### config.mk
export PLATFORM = sky130hd
export DESIGN_NAME = evt_seq_gen
export DESIGN_NICKNAME = d
export VERILOG_FILES = /design/src/rtl/evt_seq_pkg.sv /design/src/rtl/evt_fid_sync.sv /design/src/rtl/evt_seq_ram.sv /design/src/rtl/evt_seq_player.sv /design/src/rtl/evt_seq_gen.sv
export SDC_FILE = /design/constraint.sdc
export NUM_CORES = 2
export LEC_CHECK = 0
export CAP_MARGIN = 40
export CORE_MARGIN = 4
export CORE_UTILIZATION = 36
export CTS_BUF_LIST = sky130_fd_sc_hd__clkbuf_8 sky130_fd_sc_hd__clkbuf_16
export DETAILED_ROUTE_END_ITERATION = 8
export PLACE_DENSITY = 0.56
export SYNTH_ARGS = -nofsm -noshare
export SYNTH_HDL_FRONTEND = slang
export SYNTH_SLANG_ARGS = --single-unit
### constraint.sdc
create_clock -name clk_i -period 6.8 [get_ports clk_i]
set_clock_uncertainty 0.15 [all_clocks]
set_input_delay 1.36 -clock clk_i [delete_from_list [all_inputs] [get_ports clk_i]]
set_output_delay 1.36 -clock clk_i [all_outputs]
set_load 0.005 [all_outputs]
### src/rtl/evt_seq_pkg.sv
package evt_seq_pkg;
  localparam int CODE_W = 8;
  localparam int OFS_W  = 20;
  localparam int DATA_W = 8;
  localparam int WORD_W = CODE_W + DATA_W;

  localparam logic [CODE_W-1:0] CODE_NULL = 8'h00;
  localparam logic [CODE_W-1:0] CODE_MARK = 8'h7D;
  localparam logic [CODE_W-1:0] CODE_END  = 8'h7F;

  typedef struct packed {
    logic [CODE_W-1:0] code;
    logic [OFS_W-1:0]  ofs;
  } seq_entry_t;

  typedef enum logic {ST_IDLE = 1'b0, ST_PLAY = 1'b1} play_st_e;
endpackage

### src/rtl/evt_fid_sync.sv
module evt_fid_sync #(
  parameter int STAGES = 2
) (
  input  logic clk_i,
  input  logic rst_ni,
  input  logic async_i,
  output logic pulse_o
);
  // chain[STAGES] is the delayed copy used for edge detection
  logic [STAGES:0] chain;

  always_ff @(posedge clk_i or negedge rst_ni) begin
    if (!rst_ni) chain <= '0;
    else         chain <= {chain[STAGES-1:0], async_i};
  end

  assign pulse_o = chain[STAGES-1] & ~chain[STAGES];
endmodule

### src/rtl/evt_seq_ram.sv
module evt_seq_ram
  import evt_seq_pkg::*;
#(
  parameter int ADDR_W = 6
) (
  input  logic              clk_i,
  input  logic              rst_ni,
  input  logic              wr_en_i,
  input  logic [ADDR_W-1:0] wr_addr_i,
  input  seq_entry_t        wr_data_i,
  input  logic [ADDR_W-1:0] rd_addr_i,
  output seq_entry_t        rd_data_o
);
  localparam int DEPTH = 1 << ADDR_W;

  seq_entry_t mem [DEPTH];

  for (genvar g = 0; g < DEPTH; g++) begin : g_ent
    always_ff @(posedge clk_i or negedge rst_ni) begin
      if (!rst_ni) begin
        mem[g] <= '{code: CODE_END, ofs: '0};
      end else if (wr_en_i && (wr_addr_i == ADDR_W'(g))) begin
        mem[g] <= wr_data_i;
      end
    end
  end

  assign rd_data_o = mem[rd_addr_i];
endmodule

### src/rtl/evt_seq_player.sv
module evt_seq_player
  import evt_seq_pkg::*;
#(
  parameter int ADDR_W = 6
) (
  input  logic              clk_i,
  input  logic              rst_ni,
  input  logic              fid_pulse_i,
  input  seq_entry_t        ent_i,
  output logic [ADDR_W-1:0] rd_addr_o,
  output logic [CODE_W-1:0] code_o,
  output logic              playing_o,
  output logic              overrun_o
);
  localparam logic [ADDR_W-1:0] LAST_IDX = '1;
  localparam logic [OFS_W-1:0]  CNT_MAX  = '1;

  play_st_e          state_q;
  logic [ADDR_W-1:0] idx_q;
  logic [OFS_W-1:0]  cnt_q;

  always_ff @(posedge clk_i or negedge rst_ni) begin
    if (!rst_ni) begin
      state_q   <= ST_IDLE;
      idx_q     <= '0;
      cnt_q     <= '0;
      code_o    <= CODE_NULL;
      overrun_o <= 1'b0;
    end else if (fid_pulse_i) begin
      if (state_q == ST_PLAY) overrun_o <= 1'b1;
      state_q <= ST_PLAY;
      idx_q   <= '0;
      cnt_q   <= OFS_W'(1);   // marker slot is offset 0
      code_o  <= CODE_MARK;
    end else if (state_q == ST_PLAY) begin
      cnt_q <= cnt_q + 1'b1;
      if (ent_i.code == CODE_END || cnt_q == CNT_MAX) begin
        state_q <= ST_IDLE;
        code_o  <= CODE_NULL;
      end else if (ent_i.ofs == cnt_q) begin
        code_o <= ent_i.code;
        if (idx_q == LAST_IDX) state_q <= ST_IDLE;
        else                   idx_q   <= idx_q + 1'b1;
      end else begin
        code_o <= CODE_NULL;
      end
    end else begin
      code_o <= CODE_NULL;
    end
  end

  assign rd_addr_o = idx_q;
  assign playing_o = (state_q == ST_PLAY);
endmodule

### src/rtl/evt_seq_gen.sv
module evt_seq_gen
  import evt_seq_pkg::*;
#(
  parameter int ADDR_W      = 6,
  parameter int SYNC_STAGES = 2
) (
  input  logic              clk_i,
  input  logic              rst_ni,
  input  logic              wr_en_i,
  input  logic [ADDR_W-1:0] wr_addr_i,
  input  logic [CODE_W-1:0] wr_code_i,
  input  logic [OFS_W-1:0]  wr_ofs_i,
  input  logic              fid_i,
  input  logic [DATA_W-1:0] dbus_i,
  output logic [WORD_W-1:0] word_o,
  output logic              word_vld_o,
  output logic              overrun_o
);
  logic              fid_pulse;
  logic              playing;
  logic [ADDR_W-1:0] rd_addr;
  seq_entry_t        rd_ent;
  logic [CODE_W-1:0] code;
  logic [DATA_W-1:0] dbus_q;

  evt_fid_sync #(.STAGES(SYNC_STAGES)) u_sync (
    .clk_i   (clk_i),
    .rst_ni  (rst_ni),
    .async_i (fid_i),
    .pulse_o (fid_pulse)
  );

  evt_seq_ram #(.ADDR_W(ADDR_W)) u_ram (
    .clk_i     (clk_i),
    .rst_ni    (rst_ni),
    .wr_en_i   (wr_en_i),
    .wr_addr_i (wr_addr_i),
    .wr_data_i ('{code: wr_code_i, ofs: wr_ofs_i}),
    .rd_addr_i (rd_addr),
    .rd_data_o (rd_ent)
  );

  evt_seq_player #(.ADDR_W(ADDR_W)) u_player (
    .clk_i       (clk_i),
    .rst_ni      (rst_ni),
    .fid_pulse_i (fid_pulse),
    .ent_i       (rd_ent),
    .rd_addr_o   (rd_addr),
    .code_o      (code),
    .playing_o   (playing),
    .overrun_o   (overrun_o)
  );

  always_ff @(posedge clk_i or negedge rst_ni) begin
    if (!rst_ni) begin
      dbus_q     <= '0;
      word_vld_o <= 1'b0;
    end else begin
      dbus_q     <= dbus_i;
      word_vld_o <= 1'b1;
    end
  end

  assign word_o = {code, dbus_q};
endmodule

# Yosys cells after proc, flatten, opt, wreduce, memory -nomap -nowiden
# Cells that the tools add are included.
# totals
in_bits	46
regBits	1840
out_inout_bits	18
wordCells	300
# op_classes
bitwise_logic	3
n_eq_ne	69
n_addsub	2
order_cmp	1
mux	19
reduce_logical	70
# ops
cell	count
6-bit == test, second input constant	33
28-bit binary-select mux with 6-bit select	1
6-bit by 5-bit == test with 1-bit output, second input constant	16
1-bit logical AND	64
28-bit two-way mux	2
6-bit by 4-bit == test with 1-bit output, second input constant	8
20-bit two-way mux	2
8-bit two-way mux	4
6-bit two-way mux	5
6-bit by 3-bit == test with 1-bit output, second input constant	4
20-bit by 1-bit adder with 20-bit output, second input constant	1
20-bit == test	1
20-bit == test, second input constant	1
6-bit by 2-bit == test with 1-bit output, second input constant	2
8-bit by 7-bit == test with 1-bit output, second input constant	1
7-bit >= comparator, second input constant	1
6-bit inverter with 7-bit output	1
6-bit by 1-bit adder with 6-bit output, second input constant	1
6-bit by 1-bit == test with 1-bit output, second input constant	1
6-bit zero test	1
1-bit two-way mux	5
2-bit inequality test, second input constant	2
4-bit AND reduction	1
2-bit nonzero test	2
other kinds (4)	4

# Longest topological paths before layout
# depth
word_depth	9
mapped_depth	18
mapped_depth_nobuf	11

# Modules after synthesis
# Synthesis repeated with hierarchy kept, for this count alone.
# hier_totals
cells_unflattened	5487
hier_area_um2	84414.7
# by_module_without_submodules
mod	seq_area_each_um2	n_inst	cells_per_inst	area_each_um2
evt_seq_ram	45403.5	1	5285	82165.1
evt_seq_player	900.9	1	188	1931.9
evt_seq_gen	225.2	1	10	229.0
evt_fid_sync	75.1	1	4	88.8

# Worst setup path before layout
# No wires, ideal clock.
# synth_path
kind	input -> register
from	input wr_addr_i[2]
to	register u_ram.mem[1008] (netlist bit)
path_stages	7
required_time_ns	6.525
arrival_time_ns	3.311
setup_time_ns	0.125
n_path_buf	3
setup_slack_ns	3.215
cell_sequence	clkbuf_1 > nand2b_1 > or2_2 > clkbuf_1 > nor2_1 > clkbuf_1 > mux2_2
# synth_between
elab_chain_len	2
# synth_lines
element	line	source
start: declaration	evt_seq_gen.sv:10	input logic [ADDR_W-1:0] wr_addr_i,
6-bit by 5-bit == test with 1-bit output	evt_seq_ram.sv:22	end else if (wr_en_i && (wr_addr_i == ADDR_W'(g))) begin
1-bit logical AND	evt_seq_ram.sv:22	
end signal: indexed assignment	evt_seq_ram.sv:21	mem[g] <= '{code: CODE_END, ofs: '0};
end signal: indexed assignment	evt_seq_ram.sv:23	mem[g] <= wr_data_i;
end: declaration	evt_seq_ram.sv:16	seq_entry_t mem [DEPTH];
# No other way between the ends.
# A chain may end at the register's enable or synchronous reset.

# Worst setup path after layout
# layout_path
from	register u_player.idx_q[1], in the netlist u_player.rd_addr_o[1]
to	register u_player.idx_q[3], in the netlist u_player.rd_addr_o[3]
# layout_between
elab_chain_len	8
elab_cells_between_ends	18
cone_classes	add/sub: 1; eq/ne: 5; mux: 8; bitwise: 1; reduce/logical: 3
# layout_lines
element	line	source
start: declaration	evt_seq_player.sv:19	logic [ADDR_W-1:0] idx_q;
start signal: assignment	evt_seq_player.sv:43	else idx_q <= idx_q + 1'b1;
6-bit inverter with 7-bit output (not written as such)	evt_seq_ram.sv:28	assign rd_data_o = mem[rd_addr_i];
28-bit binary-select mux with 6-bit select	evt_seq_ram.sv:28	
28-bit two-way mux (not written as such) (2 in series)	evt_seq_ram.sv:28	
8-bit by 7-bit == test with 1-bit output	evt_seq_player.sv:37	if (ent_i.code == CODE_END || cnt_q == CNT_MAX) begin
1-bit logical OR	evt_seq_player.sv:37	
2-bit inequality test (no source line)	--	
4-bit AND reduction (no source line)	--	
# Several ways; a longest one is shown, not always the timed one. The select of a mux whose other input is x is not followed.

==> parameters.txt <==
Parameter                              Value

Detailed routing
  DRC violations left ... 0
  Antenna violation net count after detailed routing ... 0
  Router iterations before antenna repair ... 5
  Detailed-route wire length ... 265 mm
  Routed vias/inst ... 5.67
  Number of violations reported at the end of detailed-routing iteration 0 ... 4,105
  Total via count after detailed routing ... 50,107
  Average wire per cell in the routed design ... 30.0 um

Place
  Final weighted congestion in routability-driven placement ... 0.848
  Post-detail-place hpwl ... 156 mm
  Worst slack at placement ... 1.33 ns
  Count of buffers from port buffering ... 63
  Number of placed instances, taps included ... 8,447

Clocking
  Clock buffers created by TritonCTS ... 202
  Hold bufs inserted after CTS ... 0
  Clock network latency to the later pin of the worst-skew pair ... 0.85 ns
  CTS H-Tree Depth ... 4
  Clock slew at reported path FFs ... 0.06 ns
  TritonCTS clock tree ... yes
  Post-CTS resize count ... 0
  Setup Buffers After CTS ... 0
  Root Buffer Master ... clkbuf_16
  Clock Sink Count ... 1,840
  Buffer depth of the longest clock path ... 3

Yosys
  Number of warnings issued by yosys ... 0
  Multiplexer share of the synthesized area ... 36.3%
  Most instantiated flip-flop cell in the synthesis netlist ... dfrtp_1
  Share of the synthesized area in compound gates (AO/OA/AOI/OAI) ... 2.73%
  Combinational family with the most area after synthesis ... multiplexers
  Yosys reg bits ... 1,840
  Syn nets ... 5,609
  Async S/R FF share, synth ... 100%
  Mapped Area ... 0.0847 mm^2
  XOR/XNOR share of the synthesized area ... 0.434%
  Post-Synthesis Cells ... 5,561
  Count of different cell masters after synthesis ... 88
  Post-synthesis simple-gate area fraction ... 2.42%
  Post-synth EDFFs ... 0
  Syn Area/Cell ... 15.2 um^2
  Adder-cell share of the synthesized area ... 0.0295%
  Register area share after synthesis ... 55.0%

Worst setup path
  Startpoint of the worst-slack reg-to-reg timing path ... u_player.rd_addr_o[1]$_DFFE_PN0P_
  Critical Path RT ... 7.41 ns
  Startpoint Class ... register
  Register-to-register setup slack ... 1.30 ns
  Worst R2R Path Depth ... 13
  Kind of critical path ... register to register
  Data arrival, critical path ... 6.11 ns
  Worst r2r dst ... u_player.rd_addr_o[3]$_DFFE_PN0P_
  Top fanout value on the critical path ... 53
  CP endpoint kind ... register

Timing
  Worst slew margin ... 32.7%
  Max frequency ... 182 MHz
  Post-route worst setup slack ... 1.30 ns
  Tcrit/Tclk final ... 80.9%
  Pins Over Slew Limit ... 0
  Setup TNS ... 0 ns
  Pin slew with the least headroom to its limit ... 1.01 ns
  Shortest clock period the worst path allows after layout ... 5.50 ns
  Setup repair after global routing missed its margin ... no
  Final hold violations ... 0
  Total setup violations reported at the end of the flow ... 0

Global routing
  Fraction of met2 tracks used by global routing ... 34.0%
  Wire length of the first global-routing pass ... 387 mm
  GRT Max-Usage Layer ... met2
  GRT Overall Usage ... 21.7%
  Number of global-route vias before repair ... 52,670
  Global-route track usage on met3 ... 3.70%
  Pin count of the biggest net entering global routing ... 163
  Met1 track utilization from global routing ... 30.7%
  Global-route congestion overflow total ... 0
  Initial antenna violation count ... 11

Final layout
  Share of final-layout standard cells stronger than drive strength 1 ... 57.3%
  Post-layout net count ... 5,569
  Leading cell types in the layout, fill and taps excluded ... mux2_2, dfrtp_1, dfstp_2, mux4_2, mux2i_1
  Area added between synthesis and finish ... 13.2%
  Most common library cell in the layout ignoring fill and taps ... mux2_2
  Final non-filler cell total ... 8,837

Floorplan
  Chip width ... 493 um
  Number of placement rows ... 177
  Initial core utilization ... 36.3%
  Die area ... 0.243 mm^2
  I/O pin count ... 64
  Die Ht ... 493 um
  Core area ... 0.233 mm^2

Outcome
  Outcome ... complete, no violations

Pwr
  Total Power Consumption ... 28,900 uW
  Power density over the cells ... 301 mW/mm^2
  Worst IR drop on VDD ... 0.209 mV
  Static leakage power ... 0.0421 uW

Min path
  Number of cells traversed by the worst hold path ... 0
  Hold Path Origin ... u_sync.chain[0]$_DFF_PN0_
  Worst Hold Endpoint ... u_sync.chain[1]$_DFF_PN0_
  Class of the worst hold path ... register to register

Run
  Maximum capacitance violations ... 0
## worst max-delay path, stage by stage, from the launching register on
cell      delay, ns
dfrtp_4        0.97
buf_12         0.39
buf_12         0.35
mux4_2         0.40
mux2i_1        0.31
a211oi_1       0.13
buf_4          0.18
xnor2_1        0.35
a31oi_1        0.34
nor4_1         0.32
and4_1         0.23
nand4b_1       0.48
or3_1          0.55
a21oi_1        0.16
## power by group
part           internal, uW  leakage, uW  switching [uW]  total (uW)
Clock                  6440      0.00362            4640       11100
Combinational          2390       0.0154            2020        4410
Sequential            12600       0.0231             754       13400
Total                 21500       0.0421            7420       28900
## cells by family (layout without fill, tap and decap cells)
kind of cell               count (synthesis)  after routing
muxes                                   2391           2391
DFF                                     1840           1840
buffers and inverters                    534            671
and+or+nand+nor                          435            435
AOI/OAI and AO/OA                        316            316
xor gates and xnor gates                  42             42
adders and majority gates                  2              2
other                                      1              8
## how the worst max path moves through the flow
stage                                            startpoint                                end  cells after the start
after CTS                 u_player.rd_addr_o[1]$_DFFE_PN0P_  u_player.rd_addr_o[3]$_DFFE_PN0P_                     14
after global placement    u_player.rd_addr_o[3]$_DFFE_PN0P_       u_player.code_o[7]$_DFF_PN0_                     12
after detailed placement  u_player.rd_addr_o[1]$_DFFE_PN0P_  u_player.rd_addr_o[3]$_DFFE_PN0P_                     14
after floorplan                                wr_addr_i[2]        u_ram.mem[1008]$_DFFE_PN0P_                      7
after global routing      u_player.rd_addr_o[1]$_DFFE_PN0P_  u_player.rd_addr_o[3]$_DFFE_PN0P_                     14
final                     u_player.rd_addr_o[1]$_DFFE_PN0P_  u_player.rd_addr_o[3]$_DFFE_PN0P_                     13
## flip-flops by register name, summed over array words and instances (netlist names)
| signal | count |
|---|---|
| u_ram.mem | 1792 |
| u_player.cnt_q | 20 |
| dbus_q | 8 |
| u_player.code_o | 8 |
| u_player.rd_addr_o | 6 |
| u_sync.chain | 3 |
| u_player.overrun_o | 1 |
| u_player.playing_o | 1 |
| word_vld_o | 1 |
## routing by layer
metal  part of all wire (%)  vias up
met5                  0.012        -
met3                    5.7      404
met2                     46     1346
li1                       -    20588
met1                     45    27765
met4                    3.3        4
## layout make-up
type	count	area, um^2
antenna	7	17.5
clock buffer	248	5720
clock inverter	133	1040
fill	21377	138000
inverter	5	21.3
multi-input combinational	3187	35800
sequential	1840	46600
tap	3132	3920
timing repair buffer	285	2710
## metrics by stage
| step | area [um^2] | hold slack (ns) | util, % |
|---|---|---|---|
| 2_1_floorplan | 84700 | 0.181 | - |
| 6_report | 95900 | 0.201 | 41.1 |
| 3_3_place_gp | 88600 | 0.193 | 38.0 |
| 5_1_grt | 95900 | 0.210 | 41.1 |
| 3_5_place_dp | 89100 | 0.188 | 38.2 |
| 4_1_cts | 95900 | 0.202 | 41.1 |
## cell usage after synthesis (25+ instances only)
library cell  instances  area, um^2
buf_2                39         195
buf_1                42         158
nand2_1             186         698
a221oi_1             25         219
dfrtp_1            1392       34800
xor2_1               26         228
o21ai_0              34         170
nand3_1              41         205
mux4_2              354        7970
a22oi_1              98         736
clkbuf_1            375        1410
buf_6                32         360
a21oi_1              41         205
mux2_2             1794       20200
dfstp_2             448       11800
nor2_1               76         285
mux2i_1             236        2360
Note: power is estimated with default switching activity, not from simulation.
